==> src/rtl/pcfg_pkg.sv <==
// Package: shared widths, register addresses and the stored-configuration
// record of the power-switch command register file.
// Assumes one command word per valid strobe; no state is held here.
package pcfg_pkg;
    localparam int WORD_W  = 8;
    localparam int ADDR_W  = 3;
    localparam int DATA_W  = 4;
    localparam int NREG    = 1 << ADDR_W;
    localparam int ADDR_LO = DATA_W;
    localparam int FEED_B  = WORD_W - 1;

    localparam logic [ADDR_W-1:0] A_STAT = 3'd0;
    localparam logic [ADDR_W-1:0] A_CTRL = 3'd1;
    localparam logic [ADDR_W-1:0] A_THR  = 3'd2;
    localparam logic [ADDR_W-1:0] A_TIME = 3'd3;
    localparam logic [ADDR_W-1:0] A_DIN  = 3'd4;

    typedef struct packed {
        logic              on;
        logic              sense;
        logic [2:0]        oc_low;
        logic              oc_high;
        logic [1:0]        blank;
        logic              cd_dis;
        logic              ol_dis;
        logic              din_block;
        logic [ADDR_W-1:0] sel;
    } cfg_t;
endpackage

==> src/rtl/pcfg_decode.sv <==
// Module: command-word decoder. It splits a word into address, data and
// feed bit, and produces one raw write strobe per address.
// Assumes word_in is only meaningful while word_valid is high.
module pcfg_decode
    import pcfg_pkg::*;
(
    input  logic              word_valid,
    input  logic [WORD_W-1:0] word_in,
    output logic [NREG-1:0]   wr_raw,
    output logic [DATA_W-1:0] wdata,
    output logic              ctrl_bad,
    output logic              feed_bit
);
    logic [ADDR_W-1:0] addr;

    // split the word into its fields
    always_comb begin
        addr     = word_in[ADDR_LO +: ADDR_W];
        wdata    = word_in[DATA_W-1:0];
        feed_bit = word_in[FEED_B];
        ctrl_bad = word_in[3] | word_in[2];
    end

    // one write strobe per register address
    for (genvar g = 0; g < NREG; g++) begin : g_wr
        assign wr_raw[g] = word_valid && (addr == ADDR_W'(g));
    end
endmodule

==> src/rtl/pcfg_store.sv <==
// Module: configuration storage. It applies decoded writes, refuses control
// words that have reserved bits set, and times the error and feed strobes.
// Assumes at most one write strobe is active per cycle (one-hot from decode).
module pcfg_store
    import pcfg_pkg::*;
(
    input  logic              clk,
    input  logic              rst_n,
    input  logic [NREG-1:0]   wr_raw,
    input  logic [DATA_W-1:0] wdata,
    input  logic              ctrl_bad,
    input  logic              feed_bit,
    output cfg_t              cfg,
    output logic              cmd_err,
    output logic              wd_feed
);
    logic ctrl_ok;
    assign ctrl_ok = wr_raw[A_CTRL] && !ctrl_bad;

    // register update for every configuration field
    always_ff @(posedge clk) begin
        if (!rst_n) begin
            cfg <= '0;
        end else begin
            if (wr_raw[A_STAT]) cfg.sel <= wdata[ADDR_W-1:0];
            if (ctrl_ok) begin
                cfg.on    <= wdata[0];
                cfg.sense <= wdata[1];
            end
            if (wr_raw[A_THR]) begin
                cfg.oc_low  <= wdata[2:0];
                cfg.oc_high <= wdata[3];
            end
            if (wr_raw[A_TIME]) begin
                cfg.blank  <= wdata[1:0];
                cfg.cd_dis <= wdata[2];
                cfg.ol_dis <= wdata[3];
            end
            if (wr_raw[A_DIN]) cfg.din_block <= wdata[1];
        end
    end

    // one-cycle error and feed strobes
    always_ff @(posedge clk) begin
        if (!rst_n) begin
            cmd_err <= 1'b0;
            wd_feed <= 1'b0;
        end else begin
            cmd_err <= wr_raw[A_CTRL] && ctrl_bad;
            wd_feed <= ctrl_ok && feed_bit;
        end
    end

    assert_hold_idle_R2: assert property (@(posedge clk) disable iff (!rst_n)
        ($past(rst_n) && $past(wr_raw) == '0) |-> $stable(cfg));
    assert_refused_keeps_R4: assert property (@(posedge clk) disable iff (!rst_n)
        ($past(rst_n) && $past(wr_raw[A_CTRL] && ctrl_bad)) |-> ($stable(cfg.on) && $stable(cfg.sense)));
    assert_err_source_R4: assert property (@(posedge clk) disable iff (!rst_n)
        cmd_err |-> $past(wr_raw[A_CTRL] && ctrl_bad));
    assert_feed_source_R5: assert property (@(posedge clk) disable iff (!rst_n)
        wd_feed |-> ($past(wr_raw[A_CTRL]) && $past(feed_bit) && !$past(ctrl_bad)));
    assert_status_no_cfg_R9: assert property (@(posedge clk) disable iff (!rst_n)
        ($past(rst_n) && $past(wr_raw[A_STAT])) |-> ($stable(cfg.on) && $stable(cfg.oc_low) && $stable(cfg.blank) && $stable(cfg.din_block)));
endmodule

==> src/rtl/pcfg_readback.sv <==
// Module: readback image selector. Every clock it registers the image of the
// register chosen by the selector, so the byte is settled long before the
// next serial word starts. Assumes cfg comes straight from pcfg_store.
module pcfg_readback
    import pcfg_pkg::*;
(
    input  logic              clk,
    input  logic              rst_n,
    input  cfg_t              cfg,
    output logic [WORD_W-1:0] rd_byte
);
    logic [DATA_W-1:0] img;

    // pick the data nibble for the selected register
    always_comb begin
        unique case (cfg.sel)
            A_STAT:  img = {1'b0, cfg.sel};
            A_CTRL:  img = {2'b00, cfg.sense, cfg.on};
            A_THR:   img = {cfg.oc_high, cfg.oc_low};
            A_TIME:  img = {cfg.ol_dis, cfg.cd_dis, cfg.blank};
            A_DIN:   img = {2'b00, cfg.din_block, 1'b0};
            default: img = '0;
        endcase
    end

    // register the outgoing byte
    always_ff @(posedge clk) begin
        if (!rst_n) rd_byte <= '0;
        else        rd_byte <= {1'b0, cfg.sel, img};
    end

    assert_rd_tag_R10: assert property (@(posedge clk) disable iff (!rst_n)
        $past(rst_n) |-> (rd_byte[ADDR_LO +: ADDR_W] == $past(cfg.sel) && !rd_byte[FEED_B]));
endmodule

==> src/rtl/pwr_cfg_regfile.sv <==
// Module: top of the power-switch command register file. It connects the
// decoder, the storage and the readback stage, and exposes each field.
// Assumes word_valid is a one-cycle strobe from an external shift stage.
module pwr_cfg_regfile
    import pcfg_pkg::*;
(
    input  logic              clk,
    input  logic              rst_n,
    input  logic              word_valid,
    input  logic [WORD_W-1:0] word_in,
    output logic [WORD_W-1:0] rd_byte,
    output logic              out_on,
    output logic              sense_en,
    output logic [2:0]        oc_low_code,
    output logic              oc_high_sel,
    output logic [1:0]        blank_code,
    output logic              oclo_timeout_dis,
    output logic              openload_dis,
    output logic              direct_in_block,
    output logic              wd_feed,
    output logic              cmd_err
);
    logic [NREG-1:0]   wr_raw;
    logic [DATA_W-1:0] wdata;
    logic              ctrl_bad;
    logic              feed_bit;
    cfg_t              cfg;

    pcfg_decode u_dec (
        .word_valid (word_valid),
        .word_in    (word_in),
        .wr_raw     (wr_raw),
        .wdata      (wdata),
        .ctrl_bad   (ctrl_bad),
        .feed_bit   (feed_bit)
    );

    pcfg_store u_store (
        .clk      (clk),
        .rst_n    (rst_n),
        .wr_raw   (wr_raw),
        .wdata    (wdata),
        .ctrl_bad (ctrl_bad),
        .feed_bit (feed_bit),
        .cfg      (cfg),
        .cmd_err  (cmd_err),
        .wd_feed  (wd_feed)
    );

    pcfg_readback u_rb (
        .clk     (clk),
        .rst_n   (rst_n),
        .cfg     (cfg),
        .rd_byte (rd_byte)
    );

    // expose the stored fields
    always_comb begin
        out_on           = cfg.on;
        sense_en         = cfg.sense;
        oc_low_code      = cfg.oc_low;
        oc_high_sel      = cfg.oc_high;
        blank_code       = cfg.blank;
        oclo_timeout_dis = cfg.cd_dis;
        openload_dis     = cfg.ol_dis;
        direct_in_block  = cfg.din_block;
    end

    assert_unused_addr_R11: assert property (@(posedge clk) disable iff (!rst_n)
        ($past(rst_n) && $past(word_valid) && $past(word_in[6])
         && $past(word_in[5:4]) != 2'b00) |-> $stable(cfg));
    assert_reset_clear_R1: assert property (@(posedge clk)
        !$past(rst_n) |-> (cfg == '0 && !cmd_err && !wd_feed));
endmodule

==> config.mk <==
export PLATFORM = sky130hd
export DESIGN_NAME = pwr_cfg_regfile
export DESIGN_NICKNAME = d
export VERILOG_FILES = /design/src/rtl/pcfg_pkg.sv /design/src/rtl/pcfg_decode.sv /design/src/rtl/pcfg_store.sv /design/src/rtl/pcfg_readback.sv /design/src/rtl/pwr_cfg_regfile.sv
export SDC_FILE = /design/constraint.sdc
export NUM_CORES = 1
export LEC_CHECK = 0
export BUFFER_PORTS_ARGS = -buffer_cell sky130_fd_sc_hd__buf_2
export CAP_MARGIN = 40
export CORE_ASPECT_RATIO = 0.6
export CORE_UTILIZATION = 35
export CTS_CLUSTER_SIZE = 16
export DETAILED_ROUTE_END_ITERATION = 16
export SLEW_MARGIN = 20
export SYNTH_ARGS = -nofsm -noshare
export SYNTH_HDL_FRONTEND = slang
export SYNTH_SLANG_ARGS = --single-unit
==> constraint.sdc <==
create_clock -name clk -period 1.82 [get_ports clk]
set_input_delay 0.273 -clock clk [delete_from_list [all_inputs] [get_ports clk]]
set_output_delay 0.273 -clock clk [all_outputs]
set_load 0.1 [all_outputs]
==> flow_summary_export.csv <==
group,metric,value,unit
outcome,status,"finished clean",
yosys,synthMuxAreaShare,11.2,%
worst_setup_path,cp_max_fo,6,
yosys,synth_xor_area_share,0,%
power_and_ir_drop,switchingPower,252,uW
final_layout,area_growth,17.2,%
sta,tns,0,ns
yosys,synthDistinctLibCells,28,
worst_setup_path,worstPathArrival,1.54,ns
routing,drt_first_pass_iters,4,
clocking,htreeDepth,1,
routing,wl,1920,um
floorplan,die_w,69.2,um
sta,final_max_slew_viol_count,0,
clocking,insertion_delay,0.27,ns
floorplan,die_area,2930,um2
power_and_ir_drop,p_leak,0.000490,uW
power_and_ir_drop,p_int,693,uW
final_layout,layout.cells.non_filler,149,
sta,rsz0062_at_grt,"no",
routing,wl_per_cell,12.9,um
clocking,cts_buffers,3,
final_layout,nets,129,
place,dpl.hpwl,1400,um
global_route,grt_overflow,0,
yosys,synth_edf_count,0,
global_route,grt_max_degree,26,
final_layout,diodes,0,
yosys,syn_area,947,um2
power_and_ir_drop,power_density,852,nW/um2
yosys,synthSimpleGateAreaFrac,23.9,%
place,dp.cells,145,
floorplan,die_y,42.3,um
global_route,antenna_found_initial,0,
final_layout,drive_above_1_share,33.3,%
clocking,clock_path_buffers,2,
yosys,ys_async_sr_fraction,0,%
global_route,grt_pass1_vias,656,
global_route,grt_pass1_wl,3130,um
clocking,cts.sinks,23,
yosys,synth_top_family_by_area,"simple AND/OR/NAND/NOR gates",
power_and_ir_drop,clkPwrFrac,33.5,%
yosys,synth_warnings,0,
min_path,hp-class,"primary input to flop",
floorplan,initial_core_util,37.3,%
power_and_ir_drop,vdd_drop_max,0.000265,V
global_route,track_usage,14.7,%
worst_setup_path,required,1.99,ns
routing,viasPerCell,4.85,
place,gp_congestion,0.709,
power_and_ir_drop,pwr-share-seq,54.7,%
clocking,cts_tree,"built",
sta,final-setup-viol-count,0,
place,placedInstanceArea,1060,um2
sta,finalCritPeriodShare,75.3,%
power_and_ir_drop,switching_share,26.7,%
yosys,synth_compound_area_share,7.40,%
yosys,synth-main-ff-cell,"dfxtp_1",
routing,ant_nets,0,
sta,hold_viol_final,0,
yosys,syn_inst,94,
sta,period_needed,1.37,ns
power_and_ir_drop,comb_power_share,11.8,%
yosys,synth_fa_ha_area_share,0,%
sta,finalClockSkew,0.00187,ns
yosys,syn_avg_cell_area,10.1,um2
clocking,clkTransAtPathRegs,0.08,ns
routing,vias,723,
final_layout,final_cell_mix,"30 x buf_2, 23 x dfxtp_1, 9 x o21ai_0",
yosys,postSynthNetCount,105,
clocking,hold_buffers,0,
floorplan,num_io_pins,32,
clocking,ctsResizeCount,0,
routing,drc,0,
floorplan,num_rows,14,
sta,max_clock_freq,0.729,GHz
worst_setup_path,cp-start-kind,"flop",
final_layout,post-route-cell-area,1110,um2
yosys,ys_seq_area_share,48.6,%
final_layout,final_util,43.7,%
routing,drtIter0Drc,44,
clocking,clockRootBuffer,"clkbuf_8",
final_layout,final_common_cell,"buf_2",
worst_setup_path,cp-end-kind,"flop",
worst_setup_path,worstSetupPathType,"flop to flop",
yosys,ys_ff_latch,23,
place,io_buffers,30,
flow_run,cap_violations,0,
floorplan,core_region_area,2540,um2
worst_setup_path,ff2ff_setup_slack,0.45,ns
power_and_ir_drop,power,946,uW
clocking,post_cts.repair.setup_buffers,0,
power groups by stage:
| stage | Sequential, uW | Clock, uW | Combinational [uW] |
|---|---|---|---|
| after floorplan | 554 | 0 | 63.3 |
| after global routing | 518 | 352 | 118 |
| after global placement | 529 | 0 | 110 |
| after detailed placement | 529 | 0 | 111 |
| final | 517 | 317 | 111 |
| after CTS | 517 | 325 | 112 |
critical path, cell delays in order (launching register included):
cell and delay (ns):
dfxtp_1 0.45, mux2_4 0.32, a221o_1 0.33, and3_1 0.17
sequential cells by signal, indices dropped and copies added (netlist names):
name and cells:
u_rb.rd_byte 7, u_store.cmd_err 1, u_store.wd_feed 1, u_store.cfg 14
final cells by class:
cell class	count	area, um2
clock buffers	4	45.0
fillers	245	1430
inverters	2	7.51
multi-input cells	58	407
flip-flops and latches	23	460
well taps	32	40.0
repair buffers	30	150
layer usage:
layer	GRT usage [%]	up-vias	wire length, um	part of all wire (%)
li1	-	362	-	-
met1	18.2	331	929	48
met2	21.9	25	814	42
met3	5.53	5	133	6.9
met4	8.57	0	46	2.4
met5	0	-	0	0
through the flow:
step,hold slack [ns],setup slack (ns)
after floorplan,0.387,0.164
after global placement,0.471,0.499
after detailed placement,0.475,0.464
after CTS,0.210,0.451
after global routing,0.205,0.388
final,0.214,0.449
logic make-up (layout without fill, tap and decap cells):
kind of cell,Yosys count,after routing
other cells,1,1
simple gates,35,35
flops,23,23
compound gates,12,12
mux,10,10
buf+inv,13,36
Yosys cell counts, types with 2 or more instances:
cell type  number  area, um2
dfxtp_1        23        460
o21ai_0         9       45.0
mux2i_1         8       80.1
nand2_1         8       30.0
nand3_1         8       40.0
buf_4           6       45.0
nor2b_1         4       25.0
clkbuf_1        3       11.3
and2_1          2       12.5
inv_1           2       7.51
nand4bb_1       2       22.5
nor2_1          2       7.51
nor3_1          2       10.0
final timing paths:
| path | depth (start not counted) | to | start |
|---|---|---|---|
| worst max-delay path | 3 | u_rb.rd_byte[1] | u_store.cfg[1] |
| worst min-delay path | 3 | u_store.wd_feed | word_in[7] |
| worst max register to register | 3 | u_rb.rd_byte[1] | u_store.cfg[1] |
| worst min register to register | 2 | u_store.cfg[13] | u_store.cfg[13] |
(Power assumes the default switching activity.)
